<file path="src/rtl/rr_pkg.sv">
package rr_pkg;
   typedef enum logic [1:0] {
      KIND_CFG0 = 2'b00,
      KIND_CFG1 = 2'b01,
      KIND_MEM  = 2'b10,
      KIND_RSVD = 2'b11
   } req_kind_e;

   typedef enum logic [1:0] {
      ACT_LOCAL = 2'b00,
      ACT_FWD   = 2'b01,
      ACT_CONV  = 2'b10,
      ACT_ERR   = 2'b11
   } route_act_e;
endpackage

</file>
<file path="src/rtl/rr_window_match.sv">
module rr_window_match #(
   parameter int ADDR_W = 32
) (
   input  logic [ADDR_W-1:0] base,
   input  logic [ADDR_W-1:0] limit,
   input  logic [ADDR_W-1:0] addr,
   output logic              hit
);
   logic enabled;
   always_comb begin
      // a window whose limit is below its base is switched off
      enabled = (limit >= base);
      hit     = enabled && (addr >= base) && (addr <= limit);
   end
endmodule

</file>
<file path="src/rtl/rr_route_decide.sv">
module rr_route_decide #(
   parameter int BUS_W = 8,
   parameter int DEV_W = 5
) (
   input  rr_pkg::req_kind_e  kind,
   input  logic [BUS_W-1:0]   bus,
   input  logic [DEV_W-1:0]   dev,
   input  logic [BUS_W-1:0]   sec_bus,
   input  logic [BUS_W-1:0]   sub_bus,
   input  logic               mem_hit,
   input  logic               link_up,
   output rr_pkg::route_act_e act
);
   import rr_pkg::*;

   logic on_sec, below_port;
   always_comb begin
      on_sec     = (bus == sec_bus);
      below_port = (bus > sec_bus) && (bus <= sub_bus);
      act        = ACT_ERR;
      unique case (kind)
         KIND_CFG0: act = ACT_LOCAL;
         KIND_CFG1: begin
            if (on_sec)
               // only device 0 can exist on the link below the port
               act = (link_up && (dev == '0)) ? ACT_CONV : ACT_ERR;
            else if (below_port)
               act = link_up ? ACT_FWD : ACT_ERR;
            else
               act = ACT_ERR;
         end
         KIND_MEM:  act = (mem_hit && link_up) ? ACT_FWD : ACT_ERR;
         default:   act = ACT_ERR;
      endcase
   end
endmodule

</file>
<file path="src/rtl/rr_cpl_relay.sv">
module rr_cpl_relay #(
   parameter int DATA_W  = 32,
   parameter bit REG_OUT = 1'b1
) (
   input  logic              clk,
   input  logic              rst_n,
   input  logic              in_valid,
   input  logic              in_cfg,
   input  logic              in_ur,
   input  logic [DATA_W-1:0] in_data,
   output logic              out_valid,
   output logic              out_ur,
   output logic [DATA_W-1:0] out_data
);
   logic [DATA_W-1:0] shaped;
   always_comb shaped = (in_cfg && in_ur) ? {DATA_W{1'b1}} : in_data;

   generate
      if (REG_OUT) begin : g_reg
         always_ff @(posedge clk) begin
            if (!rst_n) begin
               out_valid <= 1'b0;
               out_ur    <= 1'b0;
               out_data  <= '0;
            end else begin
               out_valid <= in_valid;
               out_ur    <= in_valid && in_ur;
               out_data  <= in_valid ? shaped : '0;
            end
         end
      end else begin : g_comb
         always_comb begin
            out_valid = in_valid;
            out_ur    = in_valid && in_ur;
            out_data  = in_valid ? shaped : '0;
         end
      end
   endgenerate
endmodule

</file>
<file path="src/rtl/rr_router.sv">
module rr_router #(
   parameter int ADDR_W    = 32,
   parameter int DATA_W    = 32,
   parameter int BUS_W     = 8,
   parameter int DEV_W     = 5,
   parameter int FN_W      = 3,
   parameter bit RELAY_REG = 1'b1,
   localparam int ID_W     = BUS_W + DEV_W + FN_W
) (
   input  logic              clk,
   input  logic              rst_n,
   input  logic              req_valid,
   input  logic [1:0]        req_kind,
   input  logic              req_write,
   input  logic [BUS_W-1:0]  req_bus,
   input  logic [DEV_W-1:0]  req_dev,
   input  logic [FN_W-1:0]   req_fn,
   input  logic [ADDR_W-1:0] req_addr,
   input  logic [BUS_W-1:0]  own_bus,
   input  logic [DEV_W-1:0]  own_dev,
   input  logic [FN_W-1:0]   own_fn,
   input  logic [BUS_W-1:0]  sec_bus,
   input  logic [BUS_W-1:0]  sub_bus,
   input  logic [ADDR_W-1:0] np_base,
   input  logic [ADDR_W-1:0] np_limit,
   input  logic [ADDR_W-1:0] pf_base,
   input  logic [ADDR_W-1:0] pf_limit,
   input  logic              link_up,
   input  logic              dn_cpl_valid,
   input  logic              dn_cpl_cfg,
   input  logic              dn_cpl_ur,
   input  logic [DATA_W-1:0] dn_cpl_data,
   output logic              loc_valid,
   output logic              loc_write,
   output logic [ADDR_W-1:0] loc_addr,
   output logic              dn_valid,
   output logic [1:0]        dn_kind,
   output logic              dn_write,
   output logic [BUS_W-1:0]  dn_bus,
   output logic [DEV_W-1:0]  dn_dev,
   output logic [FN_W-1:0]   dn_fn,
   output logic [ADDR_W-1:0] dn_addr,
   output logic              hc_valid,
   output logic              hc_has_data,
   output logic [DATA_W-1:0] hc_data,
   output logic [ID_W-1:0]   hc_cpl_id,
   output logic              rl_valid,
   output logic              rl_ur,
   output logic [DATA_W-1:0] rl_data
);
   import rr_pkg::*;

   localparam int NWIN = 2;

   generate
      if (BUS_W < 1 || BUS_W > 8) begin : g_bad_bus
         $error("rr_router: BUS_W must be 1..8");
      end
      if (DEV_W != 5) begin : g_bad_dev
         $error("rr_router: DEV_W must be 5");
      end
      if (FN_W != 3) begin : g_bad_fn
         $error("rr_router: FN_W must be 3");
      end
      if (ADDR_W < 12) begin : g_bad_addr
         $error("rr_router: ADDR_W must be at least 12");
      end
      if (DATA_W < 8) begin : g_bad_data
         $error("rr_router: DATA_W must be at least 8");
      end
   endgenerate

   // window 0 non-prefetchable, window 1 prefetchable
   logic [NWIN-1:0][ADDR_W-1:0] win_base, win_limit;
   logic [NWIN-1:0]             win_hit;
   always_comb begin
      win_base[0]  = np_base;
      win_limit[0] = np_limit;
      win_base[1]  = pf_base;
      win_limit[1] = pf_limit;
   end

   generate
      for (genvar w = 0; w < NWIN; w++) begin : g_win
         rr_window_match #(.ADDR_W(ADDR_W)) u_win (
            .base  (win_base[w]),
            .limit (win_limit[w]),
            .addr  (req_addr),
            .hit   (win_hit[w])
         );
      end
   endgenerate

   route_act_e act;
   req_kind_e  kind_in;
   always_comb kind_in = req_kind_e'(req_kind);

   rr_route_decide #(.BUS_W(BUS_W), .DEV_W(DEV_W)) u_decide (
      .kind    (kind_in),
      .bus     (req_bus),
      .dev     (req_dev),
      .sec_bus (sec_bus),
      .sub_bus (sub_bus),
      .mem_hit (|win_hit),
      .link_up (link_up),
      .act     (act)
   );

   logic is_cfg_read;
   always_comb is_cfg_read = !req_write &&
                             ((kind_in == KIND_CFG0) || (kind_in == KIND_CFG1));

   always_ff @(posedge clk) begin
      if (!rst_n) begin
         loc_valid   <= 1'b0;
         loc_write   <= 1'b0;
         loc_addr    <= '0;
         dn_valid    <= 1'b0;
         dn_kind     <= 2'b00;
         dn_write    <= 1'b0;
         dn_bus      <= '0;
         dn_dev      <= '0;
         dn_fn       <= '0;
         dn_addr     <= '0;
         hc_valid    <= 1'b0;
         hc_has_data <= 1'b0;
         hc_data     <= '0;
         hc_cpl_id   <= '0;
      end else begin
         loc_valid <= req_valid && (act == ACT_LOCAL);
         loc_write <= req_write;
         loc_addr  <= req_addr;

         dn_valid  <= req_valid && ((act == ACT_FWD) || (act == ACT_CONV));
         dn_kind   <= (act == ACT_CONV) ? KIND_CFG0 : req_kind;
         dn_write  <= req_write;
         dn_bus    <= req_bus;
         dn_dev    <= req_dev;
         dn_fn     <= req_fn;
         dn_addr   <= req_addr;

         hc_valid    <= req_valid && (act == ACT_ERR);
         hc_has_data <= req_valid && (act == ACT_ERR) && is_cfg_read;
         hc_data     <= (req_valid && (act == ACT_ERR) && is_cfg_read) ?
                        {DATA_W{1'b1}} : '0;
         hc_cpl_id   <= {own_bus, own_dev, own_fn};
      end
   end

   rr_cpl_relay #(.DATA_W(DATA_W), .REG_OUT(RELAY_REG)) u_relay (
      .clk       (clk),
      .rst_n     (rst_n),
      .in_valid  (dn_cpl_valid),
      .in_cfg    (dn_cpl_cfg),
      .in_ur     (dn_cpl_ur),
      .in_data   (dn_cpl_data),
      .out_valid (rl_valid),
      .out_ur    (rl_ur),
      .out_data  (rl_data)
   );
endmodule

</file>
<file path="config.mk">
export PLATFORM = sky130hd
export DESIGN_NAME = rr_router
export DESIGN_NICKNAME = d
export VERILOG_FILES = /design/src/rtl/rr_pkg.sv /design/src/rtl/rr_window_match.sv /design/src/rtl/rr_route_decide.sv /design/src/rtl/rr_cpl_relay.sv /design/src/rtl/rr_router.sv
export SDC_FILE = /design/constraint.sdc
export NUM_CORES = 1
export LEC_CHECK = 0
export BUFFER_PORTS_ARGS = -buffer_cell sky130_fd_sc_hd__buf_4
export CAP_MARGIN = 20
export CORE_AREA = 2 2 162 164
export DETAILED_ROUTE_END_ITERATION = 10
export DIE_AREA = 0 0 164 166
export GPL_TIMING_DRIVEN = 0
export PLACE_DENSITY_LB_ADDON = 0.05
export REMOVE_ABC_BUFFERS = 1
export SLEW_MARGIN = 0
export SYNTH_ARGS = -nofsm -noshare
export SYNTH_HDL_FRONTEND = slang
export SYNTH_SLANG_ARGS = --single-unit
export TNS_END_PERCENT = 100
</file>
<file path="constraint.sdc">
create_clock -name clk -period 4.7 [get_ports clk]
set_input_delay 0.94 -clock clk [delete_from_list [all_inputs] [get_ports clk]]
set_output_delay 0.94 -clock clk [all_outputs]
set_load 0.1 [all_outputs]
</file>
# --- Yosys cells after proc, flatten, opt, wreduce, memory -nomap -nowiden ---
# Cells that the tools add are included.
op_classes:
  n_bitwise: 1
  mux: 8
  multipliers: 0
  n_eq_ne: 6
  n_reduce_logical: 23
  shift: 0
  n_lt_le_gt_ge: 8
  addsub: 0
  n_div: 0
op_table:
  columns: ["cell", "n"]
  rows:
  - ["$ge 32x32->1", 4]
  - ["$le 32x32->1", 2]
  - ["$mux 32", 2]
  - ["$logic_and 1x1->1", 14]
  - ["$eq 8x8->1", 1]
  - ["$gt 8x8->1", 1]
  - ["$le 8x8->1", 1]
  - ["$mux 2", 4]
  - ["$eq 2x2->1 const B", 3]
  - ["$pmux 2 s3", 1]
  - ["$logic_not 5->1", 1]
  - ["$eq 2x1->1 const B", 2]
  - ["$logic_not 2->1", 2]
  - ["$reduce_or 2->1", 2]
  - ["$logic_or 1x1->1", 2]
  - ["$reduce_and 2->1", 1]
  - ["$logic_not 1->1", 1]
  - ["$mux 1", 1]
  - ["$not 1->1", 1]
word_totals:
  out_inout_bits: 170
  rom_bits: 0
  ram_bits: 0
  elab_cells: 61
  memories: 0
  latchBits: 0
  reg_bits: 137
  input_bits: 250

# --- Depth between registers and ports, before layout ---
# Gate-level depths: netlist of run 1.
depth:
  depth_word: 11
  ltp_mapped: 13
  ltp_nobuf: 13

# --- Cells and area by module ---
# From an unflattened synthesis of run 1, not the netlist that was laid out.
hier_totals:
  hier_cells: 970
  hier_area_um2: 8520.7
modules_own_cells:
  columns: ["mod", "cells_per_inst", "instances", "area_per_inst_um2", "seq_area_each_um2"]
  rows:
  - ["rr_router", 220, 1, 2454.9, 1421.4]
  - ["rr_window_match at g_win[1].u_win", 307, 1, 2297.2, 0.0]
  - ["rr_window_match at g_win[0].u_win", 305, 1, 2267.2, 0.0]
  - ["rr_cpl_relay", 77, 1, 1039.7, 680.7]
  - ["rr_route_decide", 61, 1, 461.7, 0.0]

# --- Least setup slack after synthesis of run 1 ---
# Ideal clock, no wire load.
synth_path:
  kind: "input -> register"
  start: "in pf_limit[29]"
  end: "reg hc_data[30]"
  path_stages: 13
  t_arrival_ns: 3.151
  path_buffers: 0
  path_slack_ns: 1.433
  required_time_ns: 4.585
  setup_time_ns: 0.115
  path_cell_list: "inv_1 -> ha_1 -> a21o_1 -> a21oi_2 -> o221ai_2 -> a2111oi_4 -> o211ai_2 -> a221oi_2 -> a31oi_1 -> o32a_1 -> ha_1 -> and3_1 -> nor3b_1"
synth_between:
  elab_chain_len: 11
  elab_cells_between_ends: 12
  classes_between: "order compare: 2; eq/ne: 1; mux: 3; reduce/logical: 6"
synth_rtl:
  columns: ["item", "line_no", "rtl"]
  rows:
  - ["start: declaration", "rr_router.sv:27", "input logic [ADDR_W-1:0] pf_limit,"]
  - ["$ge 32x32->1", "rr_window_match.sv:12", "enabled = (limit >= base);"]
  - ["$logic_and 1x1->1", "rr_window_match.sv:13", "hit = enabled && (addr >= base) && (addr <= limit);"]
  - ["$logic_and 1x1->1 (*)", "rr_window_match.sv:13", null]
  - ["$reduce_or 2->1 (*)", "rr_router.sv:104", ".mem_hit (|win_hit),"]
  - ["$logic_and 1x1->1 (*)", "rr_route_decide.sv:32", "KIND_MEM: act = (mem_hit && link_up) ? ACT_FWD : ACT_ERR;"]
  - ["$mux 2 (*)", "rr_route_decide.sv:32", null]
  - ["$pmux 2 s3 (*)", "rr_route_decide.sv:21", "unique case (kind)"]
  - ["$eq 2x2->1 (*)", "rr_router.sv:144", "hc_data <= (req_valid && (act == ACT_ERR) && is_cfg_read) ?"]
  - ["$logic_and 1x1->1 (*) (2 in series)", "rr_router.sv:144", null]
  - ["$mux 32 (*)", "rr_router.sv:144", null]
  - ["end signal: assignment", "rr_router.sv:144", null]
  - ["end: declaration", "rr_router.sv:45", "output logic [DATA_W-1:0] hc_data,"]
# Mark *: on every way between the ends. The rest lies on a longest branch, timed or not.
# A chain may end at the register's enable or synchronous reset.

# --- Final worst setup path of run 1 ---
layout_path:
  start: "in req_addr[0]"
  end: "reg hc_data[30]"
layout_between:
  elab_chain_len: 11
  elab_cells_between_ends: 16
  classes_between: "order compare: 4; eq/ne: 1; mux: 3; reduce/logical: 8"
layout_rtl:
  columns: ["item", "line_no", "rtl"]
  rows:
  - ["start: declaration", "rr_router.sv:18", "input logic [ADDR_W-1:0] req_addr,"]
  - ["$ge 32x32->1", "rr_window_match.sv:13", null]
  - ["$logic_and 1x1->1 (2 in series)", "rr_window_match.sv:13", null]
  - ["$reduce_or 2->1 (*)", "rr_router.sv:104", null]
  - ["$logic_and 1x1->1 (*)", "rr_route_decide.sv:32", null]
  - ["$mux 2 (*)", "rr_route_decide.sv:32", null]
  - ["$pmux 2 s3 (*)", "rr_route_decide.sv:21", null]
  - ["$eq 2x2->1 (*)", "rr_router.sv:144", null]
  - ["$logic_and 1x1->1 (*) (2 in series)", "rr_router.sv:144", null]
  - ["$mux 32 (*)", "rr_router.sv:144", null]
# Marked as above.

==> results of run 1 <==
==> critical path: stages <==
cell       delay (ns)
buf_4            0.11
inv_1            0.14
ha_1             0.25
nand2b_4         0.14
a2111oi_2        0.37
o31a_1           0.29
o21ai_2          0.15
a2111oi_4        0.41
o211ai_1         0.16
a31oi_1          0.33
o32a_1           0.23
ha_1             0.14
and3_1           0.16
nor3b_1          0.17
==> through the flow <==
step | instances | worst slack (ns) | area (µm²) | TNS, ns | hold WS, ns
after floorplan | 890 | -17.76 | 7904 | -586.20 | 1.015
after global placement | 1644 | 0.6148 | 11470 | 0 | 1.120
after detailed placement | 1646 | 0.5989 | 11510 | 0 | 1.116
after CTS | 1662 | 0.9618 | 11830 | 0 | 0.7303
after global routing | 1662 | 0.8293 | 11830 | 0 | 0.7404
final | 1662 | 0.9868 | 11830 | 0 | 0.7481
==> kinds of logic (layout without fill, tap and decap cells) <==
family / count (synthesis) / in the layout
adders and majority gates: 211 / 211
and+or+nand+nor: 224 / 224
buffers and inverters: 230 / 586
DFF: 105 / 105
AOI/OAI and AO/OA: 201 / 201
==> metal layers <==
metal  GRT usage [%]  wire, µm  vias up
met2           38.05     14530      227
met3           4.046      1828       17
met5               0        18        -
li1                -         -     4004
met4           3.928       290        2
met1           25.27     12050     3394
==> worst paths after layout <==
| path | from | end | slack (ns) | depth (start not counted) |
|---|---|---|---|---|
| worst min-delay path | req_write | hc_data[30]$_SDFF_PN0_ | 0.75 | 2 |
| worst max-delay path | req_addr[0] | hc_data[30]$_SDFF_PN0_ | 0.99 | 14 |
==> final cells by class <==
| class | count | area, µm² |
|---|---|---|
| clock buffers | 9 | 225.2 |
| flip-flops and latches | 105 | 2102 |
| multi-input cells | 636 | 5243 |
| inverters | 149 | 559.3 |
| repair buffers | 421 | 3188 |
| clock inverters | 7 | 96.34 |
| fillers | 2568 | 13780 |
| well taps | 335 | 419.2 |
==> registers in the layout, summed over array words and instances, names as in the netlist <==
signal	cells
u_relay.out_data	32
hc_valid	1
dn_fn	3
hc_data	1
dn_kind	2
loc_valid	1
dn_dev	5
dn_addr	32
dn_bus	8
hc_cpl_id	16
u_relay.out_ur	1
dn_write	1
dn_valid	1
u_relay.out_valid	1
==> Yosys cell counts, types with 14 or more instances <==
cell,number
o21a_1,40
ha_1,211
nand3_1,14
dfxtp_1,105
and2_1,67
nor2_1,19
o21ai_0,28
nand2_1,51
a21oi_1,69
nand4_1,27
clkbuf_1,16
inv_1,149
buf_4,65
==> layout by cell type, fill, tap and decap left out, types with 3 or more instances in the layout <==
cell | netlist | final
dfxtp_1 | 105 | 105
buf_4 | 65 | 419
nor3_1 | 10 | 10
and2_1 | 67 | 67
a211o_1 | 4 | 4
a21boi_0 | 3 | 3
a221oi_1 | 7 | 7
nand3_1 | 14 | 14
nor2b_1 | 5 | 5
ha_1 | 211 | 211
o21a_1 | 40 | 40
nand2b_1 | 8 | 8
inv_1 | 149 | 149
nand4_1 | 27 | 27
clkinv_8 | 0 | 3
and4_1 | 9 | 9
o21ai_1 | 3 | 3
a211oi_1 | 6 | 6
o21ai_0 | 28 | 28
nand2_1 | 51 | 51
a21o_1 | 12 | 12
o211ai_1 | 3 | 3
and3_1 | 4 | 4
nor2_1 | 19 | 19
a21oi_1 | 69 | 69
a31oi_1 | 4 | 4
clkbuf_16 | 0 | 9
==> power by group through the flow <==
stage	clock, W	combinational [W]	sequential (W)
5_1_grt	0.000896	0.00137	0.000961
6_report	0.000830	0.00126	0.000956
3_5_place_dp	0	0.00127	0.000977
3_3_place_gp	0	0.00126	0.000976
2_1_floorplan	0	0.000352	0.00146
4_1_cts	0.000864	0.00128	0.000957
==> results by group, run 1 <==
Clock tree
  • Clock sink count: about 110
  • CTS clk-pin slew, worst paths: 0.08 ns
  • CTS root buf: clkbuf_16
  • CTS H-tree depth: 3
  • Postcts setup bufs: 0
  • TritonCTS clock tree: yes
  • Clock Tree Buf Depth: 2
  • Hold-fix buffers, CTS: 0
  • Number of buffers created by CTS: 9
  • Post-cts resize count: 0

Synth
  • Post-Synthesis Cells: roughly 970
  • Adder-cell share of the synthesized area: between 30 and 40%
  • Post-synth top area share: between 30 and 40%
  • Main synth FF type: dfxtp_1
  • Ys async rst share: 0%
  • Compound-Gate Fraction of Synth Area: between 10% and 20%
  • Post-synthesis sequential area ratio: between 20 and 25%
  • Mapped Area: between 8000 and 9000 µm²
  • Largest family of logic cells by synthesized area: adder cells
  • Post-synthesis mux area share: 0%
  • Synth Area in Simple Gates: around 15%
  • Yosys reg bits: about 110
  • Synth area leaders: ha_1, dfxtp_1, inv_1
  • Synth Area in XOR/XNOR: 0%
  • Synth cell types: 50
  • Synth warn: 0
  • Mean area per synthesized cell: 8.704 µm²
  • Yosys top cell by area: ha_1
  • Post-synth EDFFs: 0

Timing
  • Fmax: between 0.2 and 0.3 GHz
  • Tmin final: ~3.7 ns
  • Final Setup Violations: 0
  • Fin crit share: 79.01%
  • Worst-Margin Slew: 0.9999 ns
  • Final Hold Vio Count: 0
  • Unrepaired setup endpoints after global routing: false
  • Max-slew headroom: about a third
  • Slew Limit Fails: 0

Power and ir drop
  • Leak: between 6 and 7 nW
  • P_int: 0.001749 W
  • Peak supply drop: approximately 0.00017 V
  • Part of the power in registers: ~31%
  • Cell Pwr Density: around 260 nW/µm²
  • Clk pwr share: around 27%
  • Power share of the combinational group: between 40% and 50%
  • P_sw: 0.001300 W
  • Overall Power: a little over 0.003 W
  • Switching Share: around 43%

GRT
  • Via count of the first global-routing pass: 7510
  • Largest net degree at the start of global routing: 73
  • Grt total ovfl: 0
  • First-pass GRT wire length: 43210 µm
  • GRT Overall Usage: approximately a fifth
  • Initial antenna violation count: 1

Critical path
  • Startpoint Class: input pin
  • CP Capture Type: register
  • Maximum fanout along the worst path: 4
  • Setup CP Type: in -> reg
  • Worst EP required: between 4 and 5 ns
  • Arr. time, crit path: 3.99 ns

Finish
  • Ant diodes: 0
  • Nets@finish: 1783
  • Layout area overhead: 40.00%
  • Share of cells above drive strength 1: about a third
  • Final core occ: between 40% and 50%

Route
  • Drt total wl: approximately 29000 µm
  • Via density: about 4.6
  • Residual DRC count: 0
  • Antenna-violating nets left: 0
  • WL per Instance: roughly 17 µm
  • Vias: approximately 7600
  • Drt initial violations: ~330
  • Drt pass-1 iters: 6

Placed design
  • Detailed Place HPWL: about 25000 µm
  • GPL Wtd Cong: roughly 0.82
  • I/O Buffers: between 400 and 500

Floorplanning
  • Core area: roughly 26000 µm²
  • Die W: between 150 and 200 µm
  • Die area: ~27000 µm²
  • Die H: roughly 170 µm
  • Initial Utilization: between 30% and 40%
  • Row count: 59
  • I/O Pins: 420

Run status
  • Status: finished clean

Min path
  • Hold WC Path Type: in -> reg

Job
  • MaxCap Viol Count: 0
No activity file was read; power rests on OpenSTA's default activity.
==> inputs of run 2 (changes only) <==
==> constraint.sdc (replaced) <==
create_clock -name clk -period 3.3 [get_ports clk]
set_input_delay 0.66 -clock clk [delete_from_list [all_inputs] [get_ports clk]]
set_output_delay 0.66 -clock clk [all_outputs]
set_load 0.1 [all_outputs]
==> results by group, run 2 (same netlist as run 1, synthesis figures left out) <==
Run status
  • Status: finished clean

Finish
  • Final instance area: 11920 µm²
  • Fill cells: around 2600
  • Final core occ: between 40 and 50%
  • Ant diodes: 0
  • Share of cells above drive strength 1: between 30% and 40%
  • Commonest non-fill, non-tap cell in the layout: buf_4
  • Biggest regs: dn_addr x32, u_relay.out_data x32, hc_cpl_id x16
  • Commonest non-fill, non-tap cells in the layout: buf_4, ha_1, inv_1
  • Nets@finish: ~1800
  • Layout area overhead: 41.04%

Critical path
  • Worst EP required: approximately 3.6 ns
  • Maximum fanout along the worst path: 4
  • Setup CP Type: in -> reg
  • Critical Path, Cell by Cell: buf_4, inv_4, ha_1, nand2b_4, a2111oi_4, o31a_1, o21ai_4, a2111oi_4, o211ai_1, a31oi_2, buf_4, buf_4, o32ai_1, ha_1, and3_1
  • WP buf/inv: 4
  • CP dominant cell by count: buf_4
  • CP Capture Type: register
  • Peak per-stage delay on the critical path: approximately 0.40 ns
  • CP max stage cell: a2111oi_4
  • CP delay by family, top: compound AO/OA/AOI/OAI gates
  • Startpoint Class: input pin
  • Crit path from: req_addr[0]
  • Arr. time, crit path: about 3.4 ns

Route
  • Via density: between 4 and 5
  • Drt initial violations: 340
  • Drt pass-1 iters: 6
  • Drt total wl: between 20000 and 30000 µm
  • Residual DRC count: 0
  • Antenna-violating nets left: 0
  • WL per Instance: 17.27 µm
  • Vias: 7662

Clock tree
  • CTS H-tree depth: 3
  • TritonCTS clock tree: yes
  • Clock Tree Buf Depth: 2
  • Hold-fix buffers, CTS: 0
  • Number of buffers created by CTS: 9
  • Clock sink count: between 100 and 150
  • CTS clk-pin slew, worst paths: 0.08 ns
  • CTS root buf: clkbuf_16

Floorplanning
  • Die H: roughly 170 µm
  • Initial Utilization: 32.99%
  • Die area: between 20000 and 30000 µm²
  • Row count: about 60
  • Die W: between 150 and 200 µm
  • Core area: 25620 µm²
  • I/O Pins: 420

Power and ir drop
  • Leak: approximately 6.5 nW
  • Peak supply drop: approximately 0.00025 V
  • Cell Pwr Density: between 300 and 400 nW/µm²

Timing
  • Final worst slack: roughly 0.11 ns
  • Unrepaired setup endpoints after global routing: false
  • Fin crit share: 96.75%
  • Tmin final: 3.193 ns
  • Fmax: 0.3132 GHz
  • Final Setup Violations: 0
  • Setup TNS Final: 0 ns
  • Max-slew headroom: roughly a third
  • Slew Limit Fails: 0
  • Final Hold Vio Count: 0
  • Worst-Margin Slew: between 1 and 1.5 ns

Placed design
  • Post-Place Setup Slack: -0.5211 ns
  • Detailed Place HPWL: about 25000 µm
  • GPL Wtd Cong: about 0.82
  • I/O Buffers: approximately 420
  • Area after DPL: ~12000 µm²

GRT
  • Initial antenna violation count: 1
  • Largest net degree at the start of global routing: between 70 and 80
  • Via count of the first global-routing pass: about 7500
  • GRT Overall Usage: around a fifth
  • Grt total ovfl: 0
  • First-pass GRT wire length: between 40000 and 50000 µm

Min path
  • Worst Hold Depth: 2
  • Hold WC Path Type: in -> reg
  • WHS Endpoint: hc_data[30]$_SDFF_PN0_
  • Min-delay src: req_write

Job
  • MaxCap Viol Count: 0
==> run 2: final cells by class <==
class	count	area, µm²	area share [%]
Clock buffer	9	225.2	1.889
Clock inverter	7	96.34	0.8082
Sequential cell	105	2102	17.63
Tap cell	335	419.2	3.516
Timing Repair Buffer	423	3203	26.87
Multi-Input combinational cell	636	5313	44.57
Inverter	149	561.8	4.713
==> run 2: per-layer routing <==
metal / track usage [%] / routed length (µm)
met5: 0 / 18
met4: 3.928 / 308
met2: 38.14 / 14540
met1: 25.32 / 12130
met3: 4.071 / 1750
==> run 2: stage by stage <==
step	power, W	instances	hold WS, ns
2_1_floorplan	0.002585	890	0.7351
3_3_place_gp	0.003182	1644	0.8404
3_5_place_dp	0.003205	1646	0.8357
4_1_cts	0.004426	1664	0.4498
5_1_grt	0.004622	1664	0.4563
6_report	0.004365	1664	0.4694
==> run 2: power by group <==
| part | internal (W) | leakage (nW) | switching, W | total, W |
|---|---|---|---|---|
| Clock | 0.000558 | 0.156 | 0.000624 | 0.00118 |
| Sequential | 0.00133 | 0.872 | 0.0000283 | 0.00136 |
| Combinational | 0.000613 | 5.42 | 0.00121 | 0.00182 |
| Total | 0.00250 | 6.45 | 0.00186 | 0.00437 |
==> run 2: what timing repair did <==
action | 4_1_cts | 5_1_grt
gates resized for setup | 7 | 5
setup buffers | 2 | 0
pin swaps | 7 | 7
cloned | 0 | 0
setup endpoints to repair | 4 | 6
==> run 2: how the worst max path moves through the flow <==
stage / endpoint / cells after the start / slack [ns]
after floorplan: hc_data[0] / 0 / -18.88
after global placement: hc_data[30]$_SDFF_PN0_ / 14 / -0.51
after detailed placement: hc_data[30]$_SDFF_PN0_ / 14 / -0.52
after CTS: hc_data[30]$_SDFF_PN0_ / 13 / 0.002
after global routing: hc_data[30]$_SDFF_PN0_ / 14 / 0.001
final: loc_valid$_SDFF_PN0_ / 15 / 0.11
